[config.mk]
export PLATFORM = sky130hd
export DESIGN_NAME = rate_throttle
export DESIGN_NICKNAME = d
export VERILOG_FILES = /design/src/rtl/rt_pkg.sv /design/src/rtl/rt_credit.sv /design/src/rtl/rt_frame_track.sv /design/src/rtl/rt_gate.sv /design/src/rtl/rate_throttle.sv
export SDC_FILE = /design/constraint.sdc
export NUM_CORES = 1
export LEC_CHECK = 0
export BUFFER_PORTS_ARGS = -buffer_cell sky130_fd_sc_hd__buf_2
export CAP_MARGIN = 10
export CELL_PAD_IN_SITES_DETAIL_PLACEMENT = 2
export CELL_PAD_IN_SITES_GLOBAL_PLACEMENT = 2
export CORE_MARGIN = 5
export CORE_UTILIZATION = 33
export CTS_CLUSTER_DIAMETER = 30
export DETAILED_ROUTE_END_ITERATION = 10
export HOLD_SLACK_MARGIN = 0.05
export PLACE_DENSITY = 0.79
export SLEW_MARGIN = 20
export SYNTH_ARGS = -nofsm -noshare
export SYNTH_HDL_FRONTEND = slang
export SYNTH_SLANG_ARGS = --single-unit
[constraint.sdc]
create_clock -name clk -period 7.7 [get_ports clk]
set_input_delay 1.155 -clock clk [delete_from_list [all_inputs] [get_ports clk]]
set_output_delay 1.155 -clock clk [all_outputs]
set_load 0.1 [all_outputs]
[src/rtl/rt_pkg.sv]
package rt_pkg;
   typedef enum logic {
      PACE_WORD  = 1'b0,
      PACE_FRAME = 1'b1
   } pace_mode_e;

   // width of the signed credit register for a given ratio width and slack
   function automatic int credit_width(input int rate_w, input int slack_w);
      return rate_w + slack_w + 1;
   endfunction
endpackage

[src/rtl/rt_credit.sv]
module rt_credit #(
   parameter int RATE_W  = 8,
   parameter int SLACK_W = 8,
   parameter int ACC_W   = rt_pkg::credit_width(RATE_W, SLACK_W)
) (
   input  logic                    clk,
   input  logic                    rst,
   input  logic [RATE_W-1:0]       rate_num,
   input  logic [RATE_W-1:0]       rate_den,
   input  logic                    xfer,
   output logic                    throttle,
   output logic                    credit_ok,
   output logic signed [ACC_W-1:0] acc
);
   localparam int SUM_W = ACC_W + 1;
   localparam logic signed [SUM_W-1:0] FLOOR = -(SUM_W'(1) <<< (ACC_W - 1));

   logic signed [SUM_W-1:0] num_s, den_s, cap_s, sum_s, acc_s;
   logic signed [ACC_W-1:0] acc_nx;

   assign throttle  = (rate_num < rate_den);
   assign credit_ok = !acc[ACC_W-1];

   always_comb begin
      num_s  = $signed({{(SUM_W-RATE_W){1'b0}}, rate_num});
      den_s  = $signed({{(SUM_W-RATE_W){1'b0}}, rate_den});
      cap_s  = num_s - SUM_W'(1);
      acc_s  = {acc[ACC_W-1], acc};
      sum_s  = acc_s + num_s - (xfer ? den_s : '0);
      if (!throttle)
         acc_nx = '0;
      else if (sum_s > cap_s)
         acc_nx = cap_s[ACC_W-1:0];
      else if (sum_s < FLOOR)
         acc_nx = FLOOR[ACC_W-1:0];
      else
         acc_nx = sum_s[ACC_W-1:0];
   end

   always_ff @(posedge clk) begin
      if (rst) acc <= '0;
      else     acc <= acc_nx;
   end
endmodule

[src/rtl/rt_frame_track.sv]
module rt_frame_track (
   input  logic clk,
   input  logic rst,
   input  logic xfer,
   input  logic last,
   output logic in_frame
);
   always_ff @(posedge clk) begin
      if (rst)       in_frame <= 1'b0;
      else if (xfer) in_frame <= !last;
   end
endmodule

[src/rtl/rt_gate.sv]
module rt_gate #(
   parameter int DATA_W = 8,
   parameter int USER_W = 1
) (
   input  logic              allow,
   input  logic [DATA_W-1:0] s_data,
   input  logic              s_last,
   input  logic [USER_W-1:0] s_user,
   input  logic              s_valid,
   output logic              s_ready,
   output logic [DATA_W-1:0] m_data,
   output logic              m_last,
   output logic [USER_W-1:0] m_user,
   output logic              m_valid,
   input  logic              m_ready,
   output logic              xfer
);
   assign s_ready = m_ready & allow;
   assign m_valid = s_valid & allow;
   assign m_data  = s_data;
   assign m_last  = s_last;
   assign m_user  = s_user;
   assign xfer    = s_valid & m_ready & allow;
endmodule

[src/rtl/rate_throttle.sv]
module rate_throttle #(
   parameter int DATA_W  = 8,
   parameter int USER_W  = 1,
   parameter int RATE_W  = 8,
   parameter int SLACK_W = 8
) (
   input  logic              clk,
   input  logic              rst,
   input  logic [RATE_W-1:0] rate_num,
   input  logic [RATE_W-1:0] rate_den,
   input  logic              pace_mode,
   input  logic [DATA_W-1:0] s_data,
   input  logic              s_last,
   input  logic [USER_W-1:0] s_user,
   input  logic              s_valid,
   output logic              s_ready,
   output logic [DATA_W-1:0] m_data,
   output logic              m_last,
   output logic [USER_W-1:0] m_user,
   output logic              m_valid,
   input  logic              m_ready
);
   import rt_pkg::*;

   localparam int ACC_W = credit_width(RATE_W, SLACK_W);

   generate
      if (DATA_W < 1)  begin : g_bad_data  $error("DATA_W must be at least 1");  end
      if (USER_W < 1)  begin : g_bad_user  $error("USER_W must be at least 1");  end
      if (RATE_W < 2)  begin : g_bad_rate  $error("RATE_W must be at least 2");  end
      if (SLACK_W < 1) begin : g_bad_slack $error("SLACK_W must be at least 1"); end
   endgenerate

   logic                    xfer, throttle, credit_ok, in_frame, allow;
   logic signed [ACC_W-1:0] acc;
   pace_mode_e              mode;

   assign mode  = pace_mode_e'(pace_mode);
   assign allow = !throttle || credit_ok || (mode == PACE_FRAME && in_frame);

   rt_credit #(.RATE_W(RATE_W), .SLACK_W(SLACK_W), .ACC_W(ACC_W)) u_credit (
      .clk(clk), .rst(rst), .rate_num(rate_num), .rate_den(rate_den),
      .xfer(xfer), .throttle(throttle), .credit_ok(credit_ok), .acc(acc)
   );

   rt_frame_track u_frame (
      .clk(clk), .rst(rst), .xfer(xfer), .last(s_last), .in_frame(in_frame)
   );

   rt_gate #(.DATA_W(DATA_W), .USER_W(USER_W)) u_gate (
      .allow(allow), .s_data(s_data), .s_last(s_last), .s_user(s_user),
      .s_valid(s_valid), .s_ready(s_ready), .m_data(m_data), .m_last(m_last),
      .m_user(m_user), .m_valid(m_valid), .m_ready(m_ready), .xfer(xfer)
   );
endmodule

==> impl_metrics.yaml, run 1 <==
sta:
  setup_viol: 0
  timing.final.ws_setup_ns: 0.530
  max_freq_mhz: 139
  rsz0062_at_grt: "false"
  tightest_slew_ns: 0.924
  min_period_ns: 7.17
  relSlewSlack: 0.384
  fin_crit_sh: 0.931
  hold_violations: 0
  finalSetupTns_ns: 0
  skew_ns: 0.00458
  maxSlewViolCount: 0
placement:
  dp_cells: 445
  place_ws_ns: 0.131
  dpl-instance-area_um2: 2730
  gp_congestion: 0.863
  dp_hpwl_um: 6570
  place.port_buffers: 24
drt:
  ant_nets: 0
  via_per_inst: 5.20
  wl_per_cell_um: 17.0
  wl_um: 7620
  drc: 0
  vias: 2335
  dr.first_iter.drc_count: 43
  firstDrtPassIters: 4
power_and_ir_drop:
  p_switching_w: 0.000610
  p_comb_frac: 0.823
  p_clk_frac: 0.073
  p_int_w: 0.000543
  powerDensity_nw_per_um2: 412
  power_leakage_nw: 1.32
  sequentialPowerShare: 0.104
  swShare: 0.529
  ir_drop_uv: 116
worst_setup_path:
  crit_path_top_delay_cell: "fa_1"
  startpoint_type: "input port"
  path_buf_inv: 4
  cpMostUsedCell: "ha_1"
  path_max_fanout: 9
  crit_path_end_kind: "flip-flop"
  crit_required_ns: 7.83
  worst_path_largest_cell_delay_ns: 0.42
  setup.worst_path.class: "in2reg"
  crit_arrival_ns: 7.30
  cpLargestDelayFamily: "compound AO/OA/AOI/OAI gates"
clocking:
  cts_root_buf: "clkbuf_8"
  numClockSinks: 18
  cts_hold_buf: 0
  tritoncts: "built"
  numCtsBuffers: 3
  post-cts-setup-buffer-count: 0
  clk_pin_slew_worst_paths_ns: 0.08
  clock_latency_ns: 0.26
  cts-htree-levels: 1
  clockBufferDepth: 2
global_route:
  grt_pass1_wl_um: 12700
  globalRouteTotalUtil: 0.161
  grt_pass1_vias: 2619
  grt_max_degree: 18
  antenna_found_initial: 0
  grt_overflow: 0
synth:
  synthArstFlopShare: 0
  synthesis.area_um2: 2560
  synth_cell_types: 50
  avgSynthCellArea_um2: 7.75
  syn_inst: 331
  ys_warn_count: 0
  synth_area_leader_cell: "ha_1"
  synth_enable_flop_cells: 0
  yosys.area.top_type_share: 0.215
  synth_seq_area_share: 0.141
  ys_ff_latch: 18
  yosysMostFrequentCell: "inv_1"
  ys.flop_type: "dfxtp_1"
  synth_common_cells: "inv_1 (59), ha_1 (44), a21oi_1 (32)"
  yosys-top-cells-area: "ha_1 (21%), dfxtp_1 (14%), inv_1 (8.6%)"
  syn_nets: 414
layout:
  syn2layout_area_growth_pct: 9.27
  drive_gt1_frac: 0.127
  fin_cells: 449
  nNetsFinal: 431
  post-route-cell-area_um2: 2800
  antenna_cells: 0
worst_hold_path:
  hp-class: "reg2reg"
job:
  max_cap_violations: 0
floorplan:
  die_w_um: 98.1
  ioPinCount: 43
  core_um2: 7650
  fp.dieArea_um2: 9630
  rows: 32
  fp.dieH_um: 98.1
  start_util: 0.335
run_status:
  status: "complete, no violations"
==> per-stage QoR <==
step           power, W  utilization  hold WS, ns
2_1_floorplan  0.000830            -        0.510
3_3_place_gp    0.00101        0.357        0.553
3_5_place_dp    0.00105        0.357        0.551
4_1_cts         0.00115        0.365        0.563
5_1_grt         0.00127        0.366        0.609
6_report        0.00115        0.366        0.554
==> flip-flops by register name, summed over array words and instances, names as in the netlist <==
register and cells:
u_frame.in_frame 1, u_credit.acc 17
==> worst paths after layout <==
path                 endpoint  slack (ns)  depth (start not counted)             start
max           u_credit.acc[2]        0.53                         29       rate_num[1]
min          u_frame.in_frame        0.55                          2  u_frame.in_frame
max reg2reg   u_credit.acc[2]        1.83                         25  u_credit.acc[16]
min reg2reg  u_frame.in_frame        0.55                          2  u_frame.in_frame
==> cells in the final DEF (no fill, tap or decap), types with 3 or more instances in the layout <==
master | netlist | final
nand2_1 | 19 | 19
nor2b_1 | 4 | 4
nor2_1 | 20 | 20
buf_4 | 10 | 3
nand3_1 | 11 | 11
a22oi_1 | 7 | 7
nand2b_1 | 4 | 3
and2_1 | 9 | 9
o211ai_1 | 3 | 3
fa_1 | 8 | 8
a21o_1 | 6 | 6
xnor2_1 | 17 | 17
a21oi_1 | 32 | 32
o21ai_1 | 3 | 3
clkbuf_8 | 0 | 4
nor3_1 | 5 | 5
ha_1 | 44 | 44
inv_1 | 59 | 59
dfxtp_1 | 18 | 18
buf_2 | 2 | 24
o21ai_0 | 7 | 6
xor2_1 | 3 | 3
==> area by class of cell <==
type                    instances  area [um^2]
clock buffers                   4         55.1
fillers                       902         4850
inverters                      59          221
multi-input cells             239         1890
flip-flops and latches         18          360
well taps                     102          128
repair buffers                 27          143
==> power groups by stage <==
stage / clock, W / combinational [W] / sequential [W]
final: 0.0000843 / 0.000949 / 0.000120
after global routing: 0.0000912 / 0.00106 / 0.000122
after CTS: 0.0000871 / 0.000944 / 0.000120
after global placement: 0 / 0.000884 / 0.000122
after detailed placement: 0 / 0.000931 / 0.000122
after floorplan: 0 / 0.000711 / 0.000120
==> worst reg2reg max path: stages (launching register included) <==
cell       delay (ns)
dfxtp_1          0.32
inv_1            0.09
a2111oi_0        0.30
o21ai_1          0.17
and3_1           0.32
and2_1           0.21
ha_1             0.29
inv_1            0.06
ha_1             0.16
inv_1            0.06
fa_1             0.42
nor2b_1          0.23
o31ai_2          0.11
a32o_2           0.33
o31ai_4          0.32
xor2_1           0.28
ha_1             0.32
nand4_1          0.15
and4bb_2         0.26
a221oi_1         0.28
o211ai_1         0.17
mux2i_2          0.38
a211oi_4         0.06
buf_4            0.18
a22oi_1          0.22
nor2_1           0.06
==> logic make-up after synthesis <==
| family | after synthesis | share of synthesized area |
|---|---|---|
| adders and majority gates | 52 | 0.277 |
| DFF | 18 | 0.141 |
| and+or+nand+nor | 87 | 0.174 |
| xor gates and xnor gates | 20 | 0.0683 |
| AOI/OAI and AO/OA | 79 | 0.209 |
| muxes | 1 | 0.00390 |
| buffers and inverters | 74 | 0.127 |
==> per-layer routing <==
| metal | vias to the layer above | wire length, um | track usage |
|---|---|---|---|
| met5 | - | 0 | 0 |
| met3 | 10 | 168 | 0.0207 |
| li1 | 1150 | - | - |
| met4 | 0 | 103 | 0.0347 |
| met2 | 28 | 3840 | 0.298 |
| met1 | 1147 | 3500 | 0.198 |
==> what timing repair did <==
item	in CTS	in global routing
hold endpoints to repair	0	0
gates resized for setup	0	3
setup endpoints to repair	0	17
Note: power is estimated with default switching activity, not from simulation.
==> run 2, diff against run 1 <==
--- a/config.mk
+++ b/config.mk
@@ -10,11 +10,11 @@
 export CELL_PAD_IN_SITES_DETAIL_PLACEMENT = 2
 export CELL_PAD_IN_SITES_GLOBAL_PLACEMENT = 2
 export CORE_MARGIN = 5
-export CORE_UTILIZATION = 33
+export CORE_UTILIZATION = 30
 export CTS_CLUSTER_DIAMETER = 30
 export DETAILED_ROUTE_END_ITERATION = 10
 export HOLD_SLACK_MARGIN = 0.05
-export PLACE_DENSITY = 0.79
+export PLACE_DENSITY = 0.75
 export SLEW_MARGIN = 20
 export SYNTH_ARGS = -nofsm -noshare
 export SYNTH_HDL_FRONTEND = slang
==> constraint.sdc (replaced) <==
create_clock -name clk -period 6.05 [get_ports clk]
set_input_delay 0.9075 -clock clk [delete_from_list [all_inputs] [get_ports clk]]
set_output_delay 0.9075 -clock clk [all_outputs]
set_load 0.1 [all_outputs]
==> run 2 against run 1 <==
Compared with the run above: the flow now finishes with violations (negative setup slack); count of clock-buffer cells in the layout fell by 1; non-clock buffer count rose by 75; critical path depth rose by 4; hold slack improved by 0.080 ns; highest routed layer unchanged; wire length rose by 34%; combinational power rose by 90%; critical path type unchanged; register-to-register slack got worse by 1.4 ns.
==> impl_metrics.yaml, run 2 (same netlist as run 1, synthesis figures left out) <==
floorplan:
  start_util: 0.310
  die_w_um: 102
  ioPinCount: 43
  core_um2: 8260
  rows: 33
  fp.dieArea_um2: 10500
  fp.dieH_um: 102
worst_setup_path:
  crit_path_top_delay_cell: "fa_1"
  cpLargestDelayFamily: "compound AO/OA/AOI/OAI gates"
  startpoint_type: "input port"
  crit_path_end_kind: "flip-flop"
  worst_path_largest_cell_delay_ns: 0.54
  path_buf_inv: 9
  crit_required_ns: 6.20
  crit_arrival_ns: 6.61
  setup.worst_path.class: "in2reg"
  path_max_fanout: 7
layout:
  post-route-cell-area_um2: 3670
  largest_reg_flops: 17
  syn2layout_area_growth_pct: 43.0
  nNetsFinal: 506
  seq_area_um2: 360
  multi_input_area_um2: 2150
  fin_cells: 526
  layout_commonest_cell: "buf_4"
  layout_common_cells: "buf_4 (72), inv_1 (56), ha_1 (35), a21oi_1 (25), buf_2 (22)"
  antenna_cells: 0
  top_register: "u_credit.acc"
  drive_gt1_frac: 0.371
  reg_top3: "u_credit.acc x17, u_frame.in_frame x1"
  fill_cells: 932
placement:
  dp_cells: 504
  gp_congestion: 0.810
  dp_hpwl_um: 8180
  dpl-instance-area_um2: 3250
  place_ws_ns: -0.981
  place.port_buffers: 24
power_and_ir_drop:
  total_power_w: 0.00205
  power_leakage_nw: 1.73
  powerDensity_nw_per_um2: 558
  ir_drop_uv: 236
drt:
  vias: 2675
  wl_per_cell_um: 19.4
  ant_nets: 0
  drc: 0
  via_per_inst: 5.09
  firstDrtPassIters: 4
  dr.first_iter.drc_count: 41
  wl_um: 10200
global_route:
  grt_max_degree: 18
  globalRouteTotalUtil: 0.201
  grt_overflow: 0
  grt_pass1_wl_um: 16400
  antenna_found_initial: 0
  grt_pass1_vias: 3224
sta:
  tightest_slew_ns: 0.581
  timing.final.ws_setup_ns: -0.403
  setup_viol: 17
  max_freq_mhz: 155
  fin_crit_sh: 1.07
  maxSlewViolCount: 0
  rsz0062_at_grt: "true"
  hold_violations: 0
  min_period_ns: 6.45
  relSlewSlack: 0.611
  skew_ns: 0.00254
clocking:
  cts-htree-levels: 1
  clk_pin_slew_worst_paths_ns: 0.08
  cts_hold_buf: 0
  numCtsBuffers: 3
  numClockSinks: 18
  cts_root_buf: "clkbuf_8"
  tritoncts: "built"
  clock_latency_ns: 0.26
  clockBufferDepth: 2
job:
  max_cap_violations: 0
run_status:
  status: "finished, violations left"
  violations: "negative setup slack"
worst_hold_path:
  hp-class: "reg2reg"
## run 2: changes by cell type in the layout (fill, tap and decap cells not counted), moves of 3 or more
cell | before | now
ha_4 | 0 | 8
buf_6 | 0 | 7
ha_1 | 44 | 35
a22oi_1 | 7 | 1
buf_4 | 3 | 72
a21oi_1 | 32 | 25
a22oi_2 | 0 | 6
inv_1 | 59 | 56
a21oi_2 | 0 | 6
## run 2: worst reg2reg max path: cells and delay by family (launching register included)
kind / cells / cell delay, ns
multiplexers: 1 / 0.28
adder cells (fa/ha/maj): 3 / 1.11
buffers and inverters: 8 / 0.95
AND/OR/NAND/NOR: 7 / 1.09
flip-flops: 1 / 0.32
XOR/XNOR: 1 / 0.20
AO/OA/AOI/OAI: 8 / 1.55
## run 2: final timing paths
| kind | slack [ns] | endpoint | cells past startpoint | from |
|---|---|---|---|---|
| worst max-delay path | -0.40 | u_credit.acc[6] | 33 | rate_den[1] |
| worst min-delay path | 0.63 | u_frame.in_frame | 2 | u_frame.in_frame |
| worst max register to register | 0.42 | u_credit.acc[6] | 28 | u_credit.acc[16] |
| worst min register to register | 0.63 | u_frame.in_frame | 2 | u_frame.in_frame |
## run 2: power breakdown
part | leakage [nW] | total (W) | internal, W | switching [W]
clock | 0.0216 | 0.0000918 | 0.0000445 | 0.0000473
sequential | 0.147 | 0.000152 | 0.000144 | 0.00000887
combinational | 1.56 | 0.00180 | 0.000886 | 0.000917
## run 2: per-stage QoR
step	TNS [ns]	util	hold slack, ns
6_report	-5.59	0.444	0.634
5_1_grt	-10.42	0.444	0.656
4_1_cts	-4.18	0.435	0.601
3_5_place_dp	-15.93	0.394	0.585
3_3_place_gp	-11.20	0.394	0.567
2_1_floorplan	-0.141	-	0.526
## run 2: layer usage
| layer | part of all wire | track usage | vias to the layer above |
|---|---|---|---|
| met3 | 0.021 | 0.0205 | 9 |
| met1 | 0.39 | 0.210 | 1332 |
| met2 | 0.58 | 0.427 | 36 |
| met5 | 0 | 0 | - |
| li1 | - | - | 1298 |
| met4 | 0.0072 | 0.0313 | 0 |
## run 2: repair_timing
action,in CTS,in global routing
pin swaps,27,4
resized for setup,37,8
endpoints found under the hold margin,0,0
setup endpoints to repair,17,17
buffers inserted,15,4
## run 2: layout make-up
| cell class | count | share of cell area |
|---|---|---|
| Timing Repair Buffer | 102 | 0.204 |
| Tap cell | 105 | 0.0358 |
| Clock buffer | 3 | 0.0113 |
| Multi-Input combinational cell | 239 | 0.586 |
| Inverter | 59 | 0.0638 |
| Sequential cell | 18 | 0.0983 |
==> run 3, diff against run 2 <==
--- a/config.mk
+++ b/config.mk
@@ -14,7 +14,7 @@
 export CTS_CLUSTER_DIAMETER = 30
 export DETAILED_ROUTE_END_ITERATION = 10
 export HOLD_SLACK_MARGIN = 0.05
-export PLACE_DENSITY = 0.75
+export PLACE_DENSITY = 0.86
 export SLEW_MARGIN = 20
 export SYNTH_ARGS = -nofsm -noshare
 export SYNTH_HDL_FRONTEND = slang
==> run 3 against run 2 <==
Compared with the run above: highest routed layer unchanged; clock power up 21%; critical path depth down 4; the flow still finishes with violations (negative setup slack); maximum frequency down 0.71%; largest cell class unchanged.
==> impl_metrics.yaml, run 3 (same netlist as run 1, synthesis figures left out) <==
placement:
  place.port_buffers: 24
  dp_hpwl_um: 8090
  dp_cells: 501
  gp_congestion: 0.830
  place_ws_ns: -1.01
worst_setup_path:
  path_buf_inv: 5
  crit_path_top_delay_cell: "fa_1"
  startpoint_type: "input port"
  r2r_slack_ns: 0.31
  r2r-end: "u_credit.acc[9]"
  cpMostUsedCell: "ha_4"
  r2r.worst_path.cells: 25
  worstReg2RegStart: "u_credit.acc[16]"
  path_max_fanout: 6
  cpLargestDelayFamily: "compound AO/OA/AOI/OAI gates"
  worst_path_largest_cell_delay_ns: 0.50
  crit_path_end_kind: "flip-flop"
  setup.worst_path.class: "in2reg"
  crit_arrival_ns: 6.72
  crit_required_ns: 6.27
clocking:
  numClockSinks: 18
  numCtsBuffers: 3
  clockBufferDepth: 2
  cts-htree-levels: 1
  cts_root_buf: "clkbuf_8"
  clk_pin_slew_worst_paths_ns: 0.09
  clock_latency_ns: 0.28
  tritoncts: "built"
  cts_hold_buf: 0
sta:
  timing.final.ws_setup_ns: -0.450
  setup_viol: 17
  hold_violations: 0
  max_freq_mhz: 154
  maxSlewViolCount: 0
  relSlewSlack: 0.577
  fin_crit_sh: 1.07
  tightest_slew_ns: 0.633
  skew_ns: 0.0107
  rsz0062_at_grt: "true"
  finalSetupTns_ns: -6.99
  min_period_ns: 6.50
drt:
  drc: 0
  firstDrtPassIters: 4
  vias: 2831
  ant_nets: 0
  wl_per_cell_um: 23.7
  dr.first_iter.drc_count: 41
  via_per_inst: 5.32
  wl_um: 12600
global_route:
  grt_max_degree: 18
  grt_pass1_vias: 3402
  grt_overflow: 0
  antenna_found_initial: 0
  globalRouteTotalUtil: 0.248
  grt_pass1_wl_um: 19400
floorplan:
  fp.dieH_um: 102
  ioPinCount: 43
  core_um2: 8260
  die_w_um: 102
  rows: 33
  fp.dieArea_um2: 10500
  start_util: 0.310
worst_hold_path:
  hold_start: "u_frame.in_frame"
  holdPathEnd: "u_frame.in_frame"
  hold_depth: 2
  hp-class: "reg2reg"
power_and_ir_drop:
  power_leakage_nw: 1.79
  ir_drop_uv: 297
  powerDensity_nw_per_um2: 591
  total_power_w: 0.00227
layout:
  layout_commonest_cell: "buf_4"
  largest_reg_flops: 17
  nNetsFinal: 511
  reg_top3: "u_credit.acc x17, u_frame.in_frame x1"
  top_register: "u_credit.acc"
  drive_gt1_frac: 0.429
  fill_cells: 911
  antenna_cells: 0
  layout_common_cells: "buf_4 (74), inv_1 (53), ha_1 (34), buf_2 (23), a21oi_1 (21)"
  fin_cells: 532
  syn2layout_area_growth_pct: 49.9
run_status:
  violations: "negative setup slack"
  status: "finished, violations left"
job:
  max_cap_violations: 0
-- run 3: changes by cell type in the layout (fill, tap and decap cells not counted), moves of 3 or more --
cell     before  now
a22oi_2       6    3
a22oi_1       1    4
a21oi_2       6   11
inv_1        56   53
inv_2         2    5
a21oi_1      25   21
and2_4        2    5
and2_1        7    4
-- run 3: per-stage QoR --
| step | hold slack, ns | util | instance area, um^2 |
|---|---|---|---|
| 3_5_place_dp | 0.563 | 0.391 | 3230 |
| 3_3_place_gp | 0.541 | 0.391 | 3230 |
| 4_1_cts | 0.596 | 0.453 | 3740 |
| 2_1_floorplan | 0.526 | - | 2670 |
| 5_1_grt | 0.673 | 0.465 | 3840 |
| 6_report | 0.624 | 0.465 | 3840 |
-- run 3: what timing repair did --
action / CTS / global route
endpoints found under the hold margin: 0 / 0
buffers inserted: 21 / 5
setup endpoints to repair: 17 / 17
resized for setup: 52 / 17
cloned: 2 / 0
pin swaps: 31 / 30
-- run 3: metal layers --
metal	up-vias	global-route usage	routed length, um
li1	1310	-	-
met3	40	0.0355	329
met4	0	0.0908	517
met5	-	0	0
met2	69	0.497	7080
met1	1412	0.254	4700
-- run 3: layout make-up --
class / instances / area (um^2) / share of cell area
clock buffers: 4 / 55.1 / 0.0143
flip-flops and latches: 18 / 360 / 0.0938
well taps: 105 / 131 / 0.0342
inverters: 59 / 234 / 0.0609
multi-input cells: 240 / 2270 / 0.591
repair buffers: 106 / 790 / 0.205
-- run 3: worst register-to-register path, cell delays in order, from the launching register on --
cell	delay (ns)
dfxtp_1	0.33
inv_1	0.12
a2111oi_4	0.38
o21ai_2	0.14
buf_4	0.17
and3_4	0.18
and2_4	0.15
fa_1	0.50
inv_2	0.05
ha_4	0.23
nor2b_4	0.14
o31ai_4	0.29
a32o_2	0.29
nor4_4	0.07
o41ai_2	0.41
xnor2_2	0.22
ha_4	0.26
nand4_1	0.10
and4bb_2	0.27
a221oi_2	0.27
o211ai_1	0.16
mux2i_2	0.21
a211oi_4	0.30
buf_6	0.18
nand2_1	0.10
a21oi_2	0.14
-- run 3: worst max path at each step --
stage | from | depth (start not counted) | slack (ns) | to
2_1_floorplan | rate_den[1] | 29 | -0.03 | u_credit.acc[13]
3_3_place_gp | rate_den[1] | 31 | -0.63 | u_credit.acc[14]
3_5_place_dp | rate_den[1] | 30 | -1.01 | u_credit.acc[11]
4_1_cts | rate_den[1] | 30 | -0.26 | u_credit.acc[5]
5_1_grt | rate_den[6] | 29 | -0.62 | u_credit.acc[5]
6_report | rate_den[6] | 29 | -0.45 | u_credit.acc[9]
-- run 3: where the power goes --
group / switching (W) / leakage (nW) / internal, W
sequential: 0.0000120 / 0.147 / 0.000144
combinational: 0.00105 / 1.62 / 0.000957
clock: 0.0000531 / 0.0288 / 0.0000583
